File: src/rtl/imm_pkg.sv
package imm_pkg;

    localparam int VAL_W = 64;
    localparam int IMM_W = 16;
    localparam int SH_W  = 2;

    typedef enum logic [2:0] {
        FMT_S7    = 3'd0,
        FMT_S9    = 3'd1,
        FMT_U12   = 3'd2,
        FMT_ARITH = 3'd3,
        FMT_MOVW  = 3'd4
    } fmt_e;

    typedef struct packed {
        logic             ok;
        logic [IMM_W-1:0] imm;
        logic [SH_W-1:0]  sh;
    } enc_t;

    function automatic enc_t enc_reject();
        enc_t e;
        e.ok  = 1'b0;
        e.imm = '0;
        e.sh  = '0;
        return e;
    endfunction

    function automatic enc_t enc_make(input logic ok, input logic [IMM_W-1:0] imm,
                                      input logic [SH_W-1:0] sh);
        enc_t e;
        e.ok  = ok;
        e.imm = ok ? imm : '0;
        e.sh  = ok ? sh  : '0;
        return e;
    endfunction

endpackage

File: src/rtl/imm_offset_chk.sv
module imm_offset_chk
    import imm_pkg::*;
#(
    parameter int VAL_W_P = VAL_W,
    parameter int S7_W    = 7,
    parameter int S9_W    = 9,
    parameter int U12_W   = 12
) (
    input  logic [VAL_W_P-1:0] value,
    input  logic               size8,
    output enc_t               enc_s7,
    output enc_t               enc_s9,
    output enc_t               enc_u12
);
    localparam logic signed [VAL_W_P-1:0] S7_MAX  = VAL_W_P'((1 << (S7_W-1)) - 1);
    localparam logic signed [VAL_W_P-1:0] S7_MIN  = -(VAL_W_P'(1) << (S7_W-1));
    localparam logic signed [VAL_W_P-1:0] S9_MAX  = VAL_W_P'((1 << (S9_W-1)) - 1);
    localparam logic signed [VAL_W_P-1:0] S9_MIN  = -(VAL_W_P'(1) << (S9_W-1));
    localparam logic signed [VAL_W_P-1:0] U12_MAX = VAL_W_P'((1 << U12_W) - 1);

    logic signed [VAL_W_P-1:0] sval;
    logic signed [VAL_W_P-1:0] units;
    logic                      aligned;
    logic                      s7_fit;
    logic                      s9_fit;
    logic                      u12_fit;

    always_comb begin
        sval    = signed'(value);
        // unit count: exact for aligned values, arithmetic shift keeps the sign
        units   = size8 ? (sval >>> 3) : (sval >>> 2);
        aligned = size8 ? (value[2:0] == 3'b000) : (value[1:0] == 2'b00);
        s7_fit  = aligned && (units >= S7_MIN) && (units <= S7_MAX);
        s9_fit  = (sval >= S9_MIN) && (sval <= S9_MAX);
        u12_fit = aligned && (units >= 0) && (units <= U12_MAX);
    end

    assign enc_s7  = enc_make(s7_fit,  IMM_W'(units[S7_W-1:0]), '0);
    assign enc_s9  = enc_make(s9_fit,  IMM_W'(value[S9_W-1:0]), '0);
    assign enc_u12 = enc_make(u12_fit, IMM_W'(units[U12_W-1:0]), '0);

endmodule

File: src/rtl/imm_arith_chk.sv
module imm_arith_chk
    import imm_pkg::*;
#(
    parameter int VAL_W_P = VAL_W,
    parameter int ARITH_W = 12
) (
    input  logic [VAL_W_P-1:0] value,
    output enc_t               enc
);
    localparam logic [VAL_W_P-1:0] LO_LIM = VAL_W_P'((1 << ARITH_W) - 1);
    localparam logic [VAL_W_P-1:0] HI_LIM = LO_LIM << ARITH_W;

    logic lo_fit;
    logic hi_fit;

    always_comb begin
        lo_fit = (value < LO_LIM);
        hi_fit = !lo_fit && (value < HI_LIM) && (value[ARITH_W-1:0] == '0);
    end

    assign enc = enc_make(lo_fit || hi_fit,
                          lo_fit ? IMM_W'(value[ARITH_W-1:0])
                                 : IMM_W'(value[2*ARITH_W-1:ARITH_W]),
                          hi_fit ? SH_W'(1) : SH_W'(0));

endmodule

File: src/rtl/imm_movw_chk.sv
module imm_movw_chk
    import imm_pkg::*;
#(
    parameter int VAL_W_P = VAL_W,
    parameter int SEG_W   = IMM_W
) (
    input  logic [VAL_W_P-1:0] value,
    output enc_t               enc
);
    localparam int NSEG = VAL_W_P / SEG_W;

    logic [NSEG-1:0]  seg_hit;
    logic [SEG_W-1:0] seg_val [NSEG];

    for (genvar k = 0; k < NSEG; k++) begin : g_seg
        localparam logic [VAL_W_P-1:0] KEEP = {{(VAL_W_P-SEG_W){1'b0}}, {SEG_W{1'b1}}} << (k*SEG_W);
        assign seg_hit[k] = ((value & ~KEEP) == '0);
        assign seg_val[k] = value[k*SEG_W +: SEG_W];
    end

    logic             hit;
    logic [SEG_W-1:0] pick_val;
    logic [SH_W-1:0]  pick_idx;

    always_comb begin
        hit      = 1'b0;
        pick_val = '0;
        pick_idx = '0;
        // walk downward so the lowest qualifying halfword wins
        for (int k = NSEG-1; k >= 0; k--) begin
            if (seg_hit[k]) begin
                hit      = 1'b1;
                pick_val = seg_val[k];
                pick_idx = SH_W'(k);
            end
        end
    end

    assign enc = enc_make(hit, IMM_W'(pick_val), pick_idx);

endmodule

File: src/rtl/imm_classifier.sv
module imm_classifier
    import imm_pkg::*;
#(
    parameter int VAL_W_P = VAL_W
) (
    input  logic               clk,
    input  logic               rst,
    input  logic               in_valid,
    input  logic [VAL_W_P-1:0] in_value,
    input  logic [2:0]         in_fmt,
    input  logic               in_size8,
    output logic               out_valid,
    output logic               out_ok,
    output logic [IMM_W-1:0]   out_imm,
    output logic [SH_W-1:0]    out_shift
);
    enc_t e_s7, e_s9, e_u12, e_ar, e_mw;
    enc_t sel;
    enc_t res_q;
    logic vld_q;

    imm_offset_chk #(.VAL_W_P(VAL_W_P)) u_off (
        .value(in_value), .size8(in_size8),
        .enc_s7(e_s7), .enc_s9(e_s9), .enc_u12(e_u12)
    );

    imm_arith_chk #(.VAL_W_P(VAL_W_P)) u_ar (
        .value(in_value), .enc(e_ar)
    );

    imm_movw_chk #(.VAL_W_P(VAL_W_P)) u_mw (
        .value(in_value), .enc(e_mw)
    );

    always_comb begin
        unique case (in_fmt)
            FMT_S7:    sel = e_s7;
            FMT_S9:    sel = e_s9;
            FMT_U12:   sel = e_u12;
            FMT_ARITH: sel = e_ar;
            FMT_MOVW:  sel = e_mw;
            default:   sel = enc_reject();
        endcase
    end

    always_ff @(posedge clk) begin
        if (rst) begin
            vld_q <= 1'b0;
            res_q <= enc_reject();
        end else begin
            vld_q <= in_valid;
            if (in_valid) res_q <= sel;
        end
    end

    assign out_valid = vld_q;
    assign out_ok    = res_q.ok;
    assign out_imm   = res_q.imm;
    assign out_shift = res_q.sh;

    assert_valid_R9: assert property (@(posedge clk) disable iff (rst)
        in_valid |=> out_valid);
    assert_idle_R9: assert property (@(posedge clk) disable iff (rst)
        !in_valid |=> (!out_valid && $stable(out_imm) && $stable(out_ok)));
    assert_zero_R8: assert property (@(posedge clk) disable iff (rst)
        (out_valid && !out_ok) |-> (out_imm == '0 && out_shift == '0));
    assert_unk_R8: assert property (@(posedge clk) disable iff (rst)
        (in_valid && in_fmt > 3'd4) |=> !out_ok);
    assert_s9_R2: assert property (@(posedge clk) disable iff (rst)
        (in_valid && in_fmt == FMT_S9 && in_value[VAL_W_P-1:8] == '0) |=> out_ok);
    assert_align_R7: assert property (@(posedge clk) disable iff (rst)
        (in_valid && (in_fmt == FMT_S7 || in_fmt == FMT_U12) && in_value[1:0] != 2'b00)
        |=> !out_ok);
    assert_ashift_R5: assert property (@(posedge clk) disable iff (rst)
        (in_valid && in_fmt == FMT_ARITH && in_value[11:0] != '0 && in_value >= VAL_W_P'(12'hFFF))
        |=> !out_ok);
    assert_movw_R6: assert property (@(posedge clk) disable iff (rst)
        (in_valid && in_fmt == FMT_MOVW) |=>
        (out_ok == ($past(in_value) == (VAL_W_P'(out_imm) << (16 * out_shift)))));

endmodule

File: config.mk
export PLATFORM = sky130hd
export DESIGN_NAME = imm_classifier
export DESIGN_NICKNAME = d
export VERILOG_FILES = /design/src/rtl/imm_pkg.sv /design/src/rtl/imm_offset_chk.sv /design/src/rtl/imm_arith_chk.sv /design/src/rtl/imm_movw_chk.sv /design/src/rtl/imm_classifier.sv
export SDC_FILE = /design/constraint.sdc
export NUM_CORES = 1
export LEC_CHECK = 0
export BUFFER_PORTS_ARGS = -buffer_cell sky130_fd_sc_hd__buf_2
export CORE_ASPECT_RATIO = 0.7
export CORE_MARGIN = 3
export CORE_UTILIZATION = 35
export CTS_CLUSTER_DIAMETER = 50
export DETAILED_ROUTE_END_ITERATION = 7
export PLACE_DENSITY = 0.63
export SYNTH_ARGS = -nofsm -noshare
export SYNTH_HDL_FRONTEND = slang
export SYNTH_SLANG_ARGS = --single-unit
File: constraint.sdc
create_clock -name clk -period 4.6 [get_ports clk]
set_input_delay 1.38 -clock clk [delete_from_list [all_inputs] [get_ports clk]]
set_output_delay 1.38 -clock clk [all_outputs]
set_load 0.005 [all_outputs]
==> impl_metrics.toml, run 1 <==
[worst_setup_path]
path_cells = "buf_2, nor4_1, and4_1, nor4b_4, nor2b_1, a222oi_1, a211oi_1, a211o_1"
cp_data_required_time_ns = 4.82
critPathLaunchType = "primary input"
path_class = "in -> reg"
crit_fanout = 10
startpoint = "in_value[12]"
worstReg2RegStart = "out_imm[5]$_SDFFE_PP0P_"
slowest_delay_ns = 0.67
critPathCaptureType = "register"
slowest_stage = "nor4b_4"
worstPathArrival_ns = 4.05
reg2reg_depth = 3

[place]
place.gp.congestion = 1.05
dp_slack_ns = 0.610
place_area_um2 = 3130
dp_hpwl_um = 10300
numPortBuffers = 90

[synth]
netlist_area_um2 = 2620
ys_seq_area_frac = 0.153
syn_avg_cell_area_um2 = 7.76
synth_area_leaders = "dfxtp_1 15%, nand2_1 5.7%, nor4_1 4.1%, nand3_1 3.8%, mux2_2 3.4%"
synthFlopType = "dfxtp_1"
yosysTopAreaCell = "dfxtp_1"
synth_edf_count = 0
netlist_instances = 338
synth-seq-cells = 20
synthArstFlopShare = 0
yosys.area.top_type_share = 0.153
synth_cell_types = 74
yosys_warnings = 0
synth_nets = 409

[pwr]
swShare = 0.347
powerDensity_nw_per_um2 = 161
pwr-share-comb = 0.297
pwr-share-seq = 0.339
vdd_drop_max_mv = 0.104
power.switching_mw = 0.179
total_power_mw = 0.516
power.leakage_nw = 1.25
power_frac_clock = 0.364
internal_power_mw = 0.337

[timing]
slew-limit-headroom = 0.463
fin_crit_sh = 0.833
tns_ns = 0
finalMaxSlewViolations = 0
setup_ws_ns = 0.768
finalHoldViolations = 0
fmax_mhz = 261
setup_viol = 0
skew_ns = 0
worst_slew_pin_slew_ns = 0.803
rsz0062_at_grt = "false"
fin_crit_ns = 3.83
worst_hold_slack_ns = 0.457

[clock_tree]
postCtsSetupBuffers = 0
tritoncts = "yes"
hold_buffers = 0
cts.htree.levels = 1
clk_pin_slew_ns = 0.09
clock_latency_ns = 0.27
cts_buffer_depth = 2
cts_sinks = 20
clockRootBuffer = "clkbuf_8"
numCtsBuffers = 3
ctsResizeCount = 0

[floorplanning]
core_area_um2 = 7010
num_rows = 25
start_util = 0.374
die_area_um2 = 8580
io-pin-count = 91
die-height_um = 78.4
dieWidth_um = 109

[final_layout]
final_nets = 488
final_area_um2 = 3200
drive_gt1_frac = 0.325
num_antenna_cells = 0
areaGrowthSynthToFinish_pct = 22.1

[routing]
firstDrtPassIters = 8
ant_nets = 0
drt_iter0_drc = 577
routed_via_density = 7.12
drc = 0
dr_total_vias = 3633
wl_um = 13500
wl_per_cell_um = 26.4

[global_route]
antenna_found_initial = 0
first_global_vias = 3466
gr-total-overflow = 0
grt_max_degree = 19
grt_pass1_wl_um = 20000
globalRouteTotalUtil = 0.305

[min_path]
whs_path_depth = 1
hp-class = "reg -> reg"
hold_start = "out_imm[15]$_SDFFE_PP0P_"

[job]
max-cap-violations = 0

[outcome]
status = "finished clean"
-- cell type report --
class,instances,area (um^2)
clock buffers,3,41.3
inverters,2,7.51
clock inverters,1,30.0
flip-flops and latches,20,400
fillers,757,3800
multi-input cells,293,2100
well taps,94,118
repair buffers,97,503
-- power by group through the flow --
stage | Combinational [mW] | Sequential, mW | Clock [mW]
after floorplan | 0.0534 | 0.179 | 0
after global placement | 0.146 | 0.179 | 0
after detailed placement | 0.144 | 0.179 | 0
after CTS | 0.145 | 0.175 | 0.191
after global routing | 0.158 | 0.175 | 0.195
final | 0.153 | 0.175 | 0.188
-- flip-flops by register name (all words and copies together) (netlist names) --
name	flops
out_imm	16
out_ok	1
out_shift	2
out_valid	1
-- Yosys cell counts (3+ instances only) --
| cell type | count |
|---|---|
| mux2_2 | 8 |
| nand4_1 | 14 |
| and2_1 | 5 |
| nand2_1 | 40 |
| nor2b_1 | 4 |
| nor4_2 | 6 |
| nor4b_1 | 4 |
| buf_2 | 8 |
| nor4_1 | 17 |
| a22o_1 | 6 |
| a221oi_1 | 3 |
| a21oi_1 | 17 |
| a222oi_1 | 7 |
| nor3_1 | 14 |
| a21o_1 | 8 |
| clkbuf_1 | 11 |
| o21ai_1 | 3 |
| nand3_1 | 20 |
| a211oi_1 | 4 |
| nor2_1 | 18 |
| mux2i_1 | 3 |
| nor4_4 | 4 |
| o2111ai_1 | 3 |
| a31oi_1 | 3 |
| a22oi_1 | 11 |
| dfxtp_1 | 20 |
| o211ai_1 | 5 |
| o2bb2ai_1 | 5 |
| o21ai_0 | 8 |
-- placed cells by master (no fill, tap or decap), types with 3 or more instances in the layout --
cell	n
a211oi_1	4
a222oi_1	7
nand4_1	14
o21ai_1	3
o21ai_0	8
nor4b_1	4
buf_2	90
o2111ai_1	3
nand2_1	40
a22o_1	6
nor2b_1	4
a221oi_1	3
nor2_1	18
o2bb2ai_1	5
nor4_4	4
mux2_2	8
o211ai_1	5
buf_4	7
a21oi_1	17
nor3_1	14
mux2i_1	3
and2_1	5
nor4_1	17
a31oi_1	3
a21o_1	8
dfxtp_1	20
a22oi_1	11
clkbuf_8	3
nor4_2	6
nand3_1	20
-- final timing paths --
check                                                 to  slack, ns
worst max-delay path             out_imm[8]$_SDFFE_PP0P_       0.77
worst min-delay path            out_imm[15]$_SDFFE_PP0P_       0.46
worst max register to register   out_imm[5]$_SDFFE_PP0P_       3.52
worst min register to register  out_imm[15]$_SDFFE_PP0P_       0.46
-- cells by family after synthesis --
family,after synthesis,share of synthesized area
xor gates and xnor gates,2,0.00668
buffers and inverters,25,0.0453
muxes,11,0.0458
DFF,20,0.153
AOI/OAI and AO/OA,111,0.341
and+or+nand+nor,169,0.409
-- worst max-delay path: cells and delay by family --
kind,cells,cell delay (ns)
compound gates,3,0.58
buf+inv,1,0.20
simple gates,4,1.89
-- metal layers --
layer  GRT usage  up-vias  part of all wire
met3       0.112       44              0.16
met5           0        -                 0
li1            -     1550                 -
met2       0.417      344              0.41
met1       0.440     1695              0.41
met4      0.0909        0             0.027
-- stage by stage --
| stage | cells | util |
|---|---|---|
| floorplan | 338 | - |
| global placement | 506 | 0.447 |
| detailed placement | 506 | 0.447 |
| CTS | 510 | 0.457 |
| global route | 510 | 0.457 |
| finish | 510 | 0.457 |
(Power assumes the default switching activity.)
==> inputs of run 2 (changes only) <==
--- a/config.mk
+++ b/config.mk
@@ -11,7 +11,7 @@
 export CORE_UTILIZATION = 35
 export CTS_CLUSTER_DIAMETER = 50
 export DETAILED_ROUTE_END_ITERATION = 7
-export PLACE_DENSITY = 0.63
+export PLACE_DENSITY = 0.66
 export SYNTH_ARGS = -nofsm -noshare
 export SYNTH_HDL_FRONTEND = slang
 export SYNTH_SLANG_ARGS = --single-unit
==> constraint.sdc (replaced) <==
create_clock -name clk -period 3.11 [get_ports clk]
set_input_delay 0.933 -clock clk [delete_from_list [all_inputs] [get_ports clk]]
set_output_delay 0.933 -clock clk [all_outputs]
set_load 0.005 [all_outputs]
==> impl_metrics.toml, run 2 (synthesized netlist as in run 1, its figures left out) <==
[outcome]
status = "finished clean"

[floorplanning]
die-height_um = 78.4
core_area_um2 = 7010
die_area_um2 = 8580
start_util = 0.374
num_rows = 25
io-pin-count = 91
dieWidth_um = 109

[worst_setup_path]
path_cells = "buf_2, nor4_1, nand2_1, a2111oi_0, buf_4, nand3_1, nor3_1, a222oi_1, nand3_1"
crit_fanout = 3
critPathCaptureType = "register"
cp_data_required_time_ns = 3.32
cpMostUsedCell = "nand3_1"
slowest_delay_ns = 0.47
reg2reg_depth = 2
r2r_slack_ns = 1.97
slowest_stage = "a2111oi_0"
critPathLaunchType = "primary input"
rr_endpoint = "out_imm[7]$_SDFFE_PP0P_"
path_class = "in -> reg"
worstReg2RegStart = "out_imm[7]$_SDFFE_PP0P_"
critical_path_buf_inv_count = 2
crit_family = "simple AND/OR/NAND/NOR gates"
worstPathArrival_ns = 3.29

[timing]
fmax_mhz = 325
finalMaxSlewViolations = 0
fin_crit_sh = 0.990
finalHoldViolations = 0
worst_slew_pin_slew_ns = 0.591
setup_viol = 0
worst_hold_slack_ns = 0.453
rsz0062_at_grt = "false"
tns_ns = 0
slew-limit-headroom = 0.606
skew_ns = 0
fin_crit_ns = 3.08

[clock_tree]
clock_latency_ns = 0.26
hold_buffers = 0
tritoncts = "yes"
cts_buffer_depth = 2
cts_sinks = 20
cts.htree.levels = 1
clockRootBuffer = "clkbuf_8"
numCtsBuffers = 3
ctsResizeCount = 0
clk_pin_slew_ns = 0.08
postCtsSetupBuffers = 0

[min_path]
whs_path_depth = 1
whs_endpoint = "out_imm[15]$_SDFFE_PP0P_"
hp-class = "reg -> reg"
hold_start = "out_imm[15]$_SDFFE_PP0P_"

[final_layout]
num_antenna_cells = 0
areaGrowthSynthToFinish_pct = 47.0
final_nets = 577
final_cell_mix = "96 x buf_4, 90 x buf_2, 40 x nand2_1, 20 x nand3_1, 20 x dfxtp_1"
final_common_cell = "buf_4"
largest_reg_flops = 16
drive_gt1_frac = 0.444
final_area_um2 = 3850

[routing]
ant_nets = 0
routed_via_density = 6.63
firstDrtPassIters = 6
drc = 0
wl_per_cell_um = 23.6
wl_um = 14200
dr_total_vias = 3971
drt_iter0_drc = 630

[pwr]
power.switching_mw = 0.265
pwr-share-comb = 0.374
total_power_mw = 0.748
internal_power_mw = 0.483
power.leakage_nw = 1.69
swShare = 0.355
vdd_drop_max_mv = 0.135
power_frac_clock = 0.281
powerDensity_nw_per_um2 = 194
pwr-share-seq = 0.346

[place]
numPortBuffers = 90
place.gp.congestion = 1.06
place_area_um2 = 3800
dp_hpwl_um = 11700

[global_route]
grt_max_degree = 18
first_global_vias = 3695
antenna_found_initial = 0
globalRouteTotalUtil = 0.326
grt_pass1_wl_um = 21300
gr-total-overflow = 0

[job]
max-cap-violations = 0
run 2: cell types whose count changed in the layout (fill, tap and decap cells not counted), sizes merged:
cell and change:
buf +89, bufinv -1, clkbuf +1
run 2: layer usage:
layer | up-vias | share of wire | global-route usage | wire length (um)
li1 | 1722 | - | - | -
met1 | 1840 | 0.41 | 0.464 | 5800
met4 | 0 | 0.024 | 0.0872 | 346
met5 | - | 0 | 0 | 0
met2 | 361 | 0.40 | 0.442 | 5690
met3 | 48 | 0.16 | 0.141 | 2320
run 2: worst max-delay path by stage:
stage	start	to	slack, ns	cells past startpoint
detailed placement	in_value[56]	out_imm[7]$_SDFFE_PP0P_	-0.09	9
global placement	in_value[20]	out_imm[7]$_SDFFE_PP0P_	-0.07	8
CTS	in_value[56]	out_imm[7]$_SDFFE_PP0P_	0.17	9
floorplan	in_value[24]	out_imm[2]$_SDFFE_PP0P_	0.29	8
global route	in_value[56]	out_imm[7]$_SDFFE_PP0P_	0.05	9
finish	in_value[56]	out_imm[7]$_SDFFE_PP0P_	0.03	9
run 2: final cells by class:
cell class	instances	area, um^2
multi-input combinational	293	2100
clock buffer	4	55.1
sequential	20	400
inverter	2	7.51
tap	94	118
timing repair buffer	186	1170
fill	700	3150
run 2: worst reg2reg max path, delay by kind of cell (launching register included):
family	cells	cell delay, ns
and+or+nand+nor	1	0.14
DFF	1	0.35
AOI/OAI and AO/OA	1	0.53
run 2: metrics by stage:
stage / util / cells / setup slack [ns]
after floorplan: - / 338 / 0.286
after global placement: 0.542 / 595 / -0.0737
after detailed placement: 0.542 / 595 / -0.0921
after CTS: 0.550 / 599 / 0.170
after global routing: 0.550 / 599 / 0.0495
final: 0.550 / 599 / 0.0297
run 2: power groups by stage:
stage          Clock, mW  Combinational (mW)  Sequential (mW)
5_1_grt            0.224               0.292            0.259
4_1_cts            0.212               0.267            0.259
2_1_floorplan          0              0.0790            0.265
3_3_place_gp           0               0.270            0.265
3_5_place_dp           0               0.265            0.265
6_report           0.210               0.280            0.259
==> inputs of run 3 (changes only) <==
--- a/config.mk
+++ b/config.mk
@@ -5,13 +5,14 @@
 export SDC_FILE = /design/constraint.sdc
 export NUM_CORES = 1
 export LEC_CHECK = 0
+export ABC_AREA = 1
 export BUFFER_PORTS_ARGS = -buffer_cell sky130_fd_sc_hd__buf_2
 export CORE_ASPECT_RATIO = 0.7
 export CORE_MARGIN = 3
 export CORE_UTILIZATION = 35
 export CTS_CLUSTER_DIAMETER = 50
 export DETAILED_ROUTE_END_ITERATION = 7
-export PLACE_DENSITY = 0.66
+export PLACE_DENSITY = 0.63
 export SYNTH_ARGS = -nofsm -noshare
 export SYNTH_HDL_FRONTEND = slang
 export SYNTH_SLANG_ARGS = --single-unit
==> impl_metrics.toml, run 3 <==
[outcome]
status = "finished clean"

[final_layout]
final_nets = 939
final_area_um2 = 4360
areaGrowthSynthToFinish_pct = 20.6
final_cell_mix = "327 x nand2_1, 151 x nor2_1, 90 x buf_2, 73 x inv_1, 73 x o21ai_0"
final_common_cell = "nand2_1"
utilization = 0.442
drive_gt1_frac = 0.145
stdcell_count = 995
num_antenna_cells = 0
largest_reg_flops = 16

[synth]
synth_top_cells_by_count = "327 x nand2_1, 151 x nor2_1, 74 x inv_1"
yosys.area.top_type_share = 0.340
synthFlopType = "dfxtp_1"
synth.most_common_cell = "nand2_1"
synth_edf_count = 0
synth_cell_types = 30
ys_seq_area_frac = 0.111
synthArstFlopShare = 0
synthAdderAreaFrac = 0
synth_nets = 848
synth_area_leaders = "nand2_1 34%, nor2_1 16%, dfxtp_1 11%, o21ai_0 10%, inv_1 7.7%"
synth_top_family_by_area = "simple AND/OR/NAND/NOR gates"
synth_xor_area_frac = 0
yosys_warnings = 0
synth-simple-area-share = 0.621
synthMuxAreaShare = 0
netlist_area_um2 = 3610
syn_avg_cell_area_um2 = 4.65
synth-seq-cells = 20
netlist_instances = 777
yosysTopAreaCell = "nand2_1"
synth_compound_area_frac = 0.150

[place]
numPortBuffers = 90
place.gp.congestion = 1.01
dp_hpwl_um = 11800
place_area_um2 = 4270
dp_cells = 991

[clock_tree]
cts.htree.levels = 1
clock_latency_ns = 0.25
clockRootBuffer = "clkbuf_16"
clk_pin_slew_ns = 0.06
numCtsBuffers = 3
tritoncts = "yes"
cts_sinks = 20
cts_buffer_depth = 2
postCtsSetupBuffers = 0

[global_route]
gr-total-overflow = 0
grt_util_met2 = 0.333
first_global_vias = 4426
globalRouteTotalUtil = 0.242
grtUsageMet3 = 0.0535
top_usage_layer = "met1"
use_met1 = 0.385
grt_max_degree = 54
antenna_found_initial = 0
grt_pass1_wl_um = 22900

[timing]
worst_hold_slack_ns = 0.448
fin_crit_sh = 0.907
slew-limit-headroom = 0.525
tns_ns = 0
finalMaxSlewViolations = 0
fmax_mhz = 355
setup_viol = 0
fin_crit_ns = 2.82
rsz0062_at_grt = "false"
worst_slew_pin_slew_ns = 0.709
finalHoldViolations = 0
skew_ns = 0

[routing]
drt_iter0_drc = 579
wl_um = 14500
dr_total_vias = 5101
routed_via_density = 5.13
ant_nets = 0
wl_per_cell_um = 14.5
firstDrtPassIters = 6
drc = 0

[floorplanning]
start_util = 0.366
die_area_um2 = 11600
io-pin-count = 91
dieWidth_um = 127
die-height_um = 91.0
core_area_um2 = 9870
num_rows = 30

[pwr]
powerDensity_nw_per_um2 = 203
vdd_drop_max_mv = 0.160
power.leakage_nw = 2.33

[worst_setup_path]
cp_data_required_time_ns = 3.31
critPathCaptureType = "register"
crit_fanout = 11
worstReg2RegStart = "out_ok$_SDFFE_PP0P_"
worstPathArrival_ns = 3.02
path_class = "in -> reg"
startpoint = "in_value[21]"
critPathLaunchType = "primary input"

[min_path]
hold_start = "out_imm[12]$_SDFFE_PP0P_"
hp-class = "reg -> reg"

[job]
max-cap-violations = 0
==> run 3: changes by cell type in the layout (fill, tap and decap cells not counted), moves of 8 or more <==
cell     delta
nand2_1   +287
nand4_1    +12
a21oi_1    -11
nor2_1    +133
mux2_2      -8
a22oi_1    -11
a21o_1      -8
buf_4      -76
o21ai_0    +65
inv_1      +71
nor4_1     -17
==> run 3: power by group <==
part	internal, mW	switching (mW)
registers	0.257	0.000258
logic	0.110	0.230
clock network	0.196	0.0938
total	0.563	0.324
==> run 3: timing repair <==
action                     CTS  global route
resized for setup            0             1
hold buffers                 0             0
setup endpoints to repair    0             3
==> run 3: final timing paths <==
check | depth (start not counted) | slack [ns] | end
setup / recovery | 17 | 0.29 | out_imm[8]$_SDFFE_PP0P_
hold / removal | 2 | 0.45 | out_imm[12]$_SDFFE_PP0P_
setup reg to reg | 2 | 2.48 | out_ok$_SDFFE_PP0P_
hold reg to reg | 2 | 0.45 | out_imm[12]$_SDFFE_PP0P_
==> run 3: cell type report <==
type | instances | area, um^2
tap | 128 | 160
multi-input combinational | 655 | 2780
timing repair buffer | 112 | 641
sequential | 20 | 400
inverter | 76 | 285
clock buffer | 4 | 88.8
fill | 1185 | 5510
==> run 3: stage by stage <==
step / power [mW] / setup WS, ns
floorplan: 0.453 / 0.647
global placement: 0.592 / 0.0244
detailed placement: 0.592 / 0.0430
CTS: 0.884 / 0.306
global route: 0.946 / 0.0128
finish: 0.886 / 0.290
==> run 3: cells by family (layout without fill, tap and decap cells) <==
kind of cell / count (synthesis) / in the layout
flip-flops: 20 / 20
buffers and inverters: 102 / 192
AO/OA/AOI/OAI: 99 / 99
AND/OR/NAND/NOR: 556 / 556
==> run 3: layer usage <==
layer | wire length [um] | part of all wire
met5 | 0 | 0
met4 | 156 | 0.011
met3 | 1730 | 0.12
met2 | 5420 | 0.37
met1 | 7150 | 0.49
==> run 3: critical path: stages <==
cell,delay (ns)
buf_2,0.13
nor2_1,0.08
nand2_1,0.05
nor2_1,0.22
nand2_1,0.15
nor2_1,0.26
nand3_1,0.11
buf_4,0.19
inv_1,0.15
nand2_1,0.08
o21ai_0,0.15
nor2_1,0.12
nor2_1,0.14
nor2_1,0.05
nand2_1,0.06
nand2_1,0.06
nand2_1,0.07
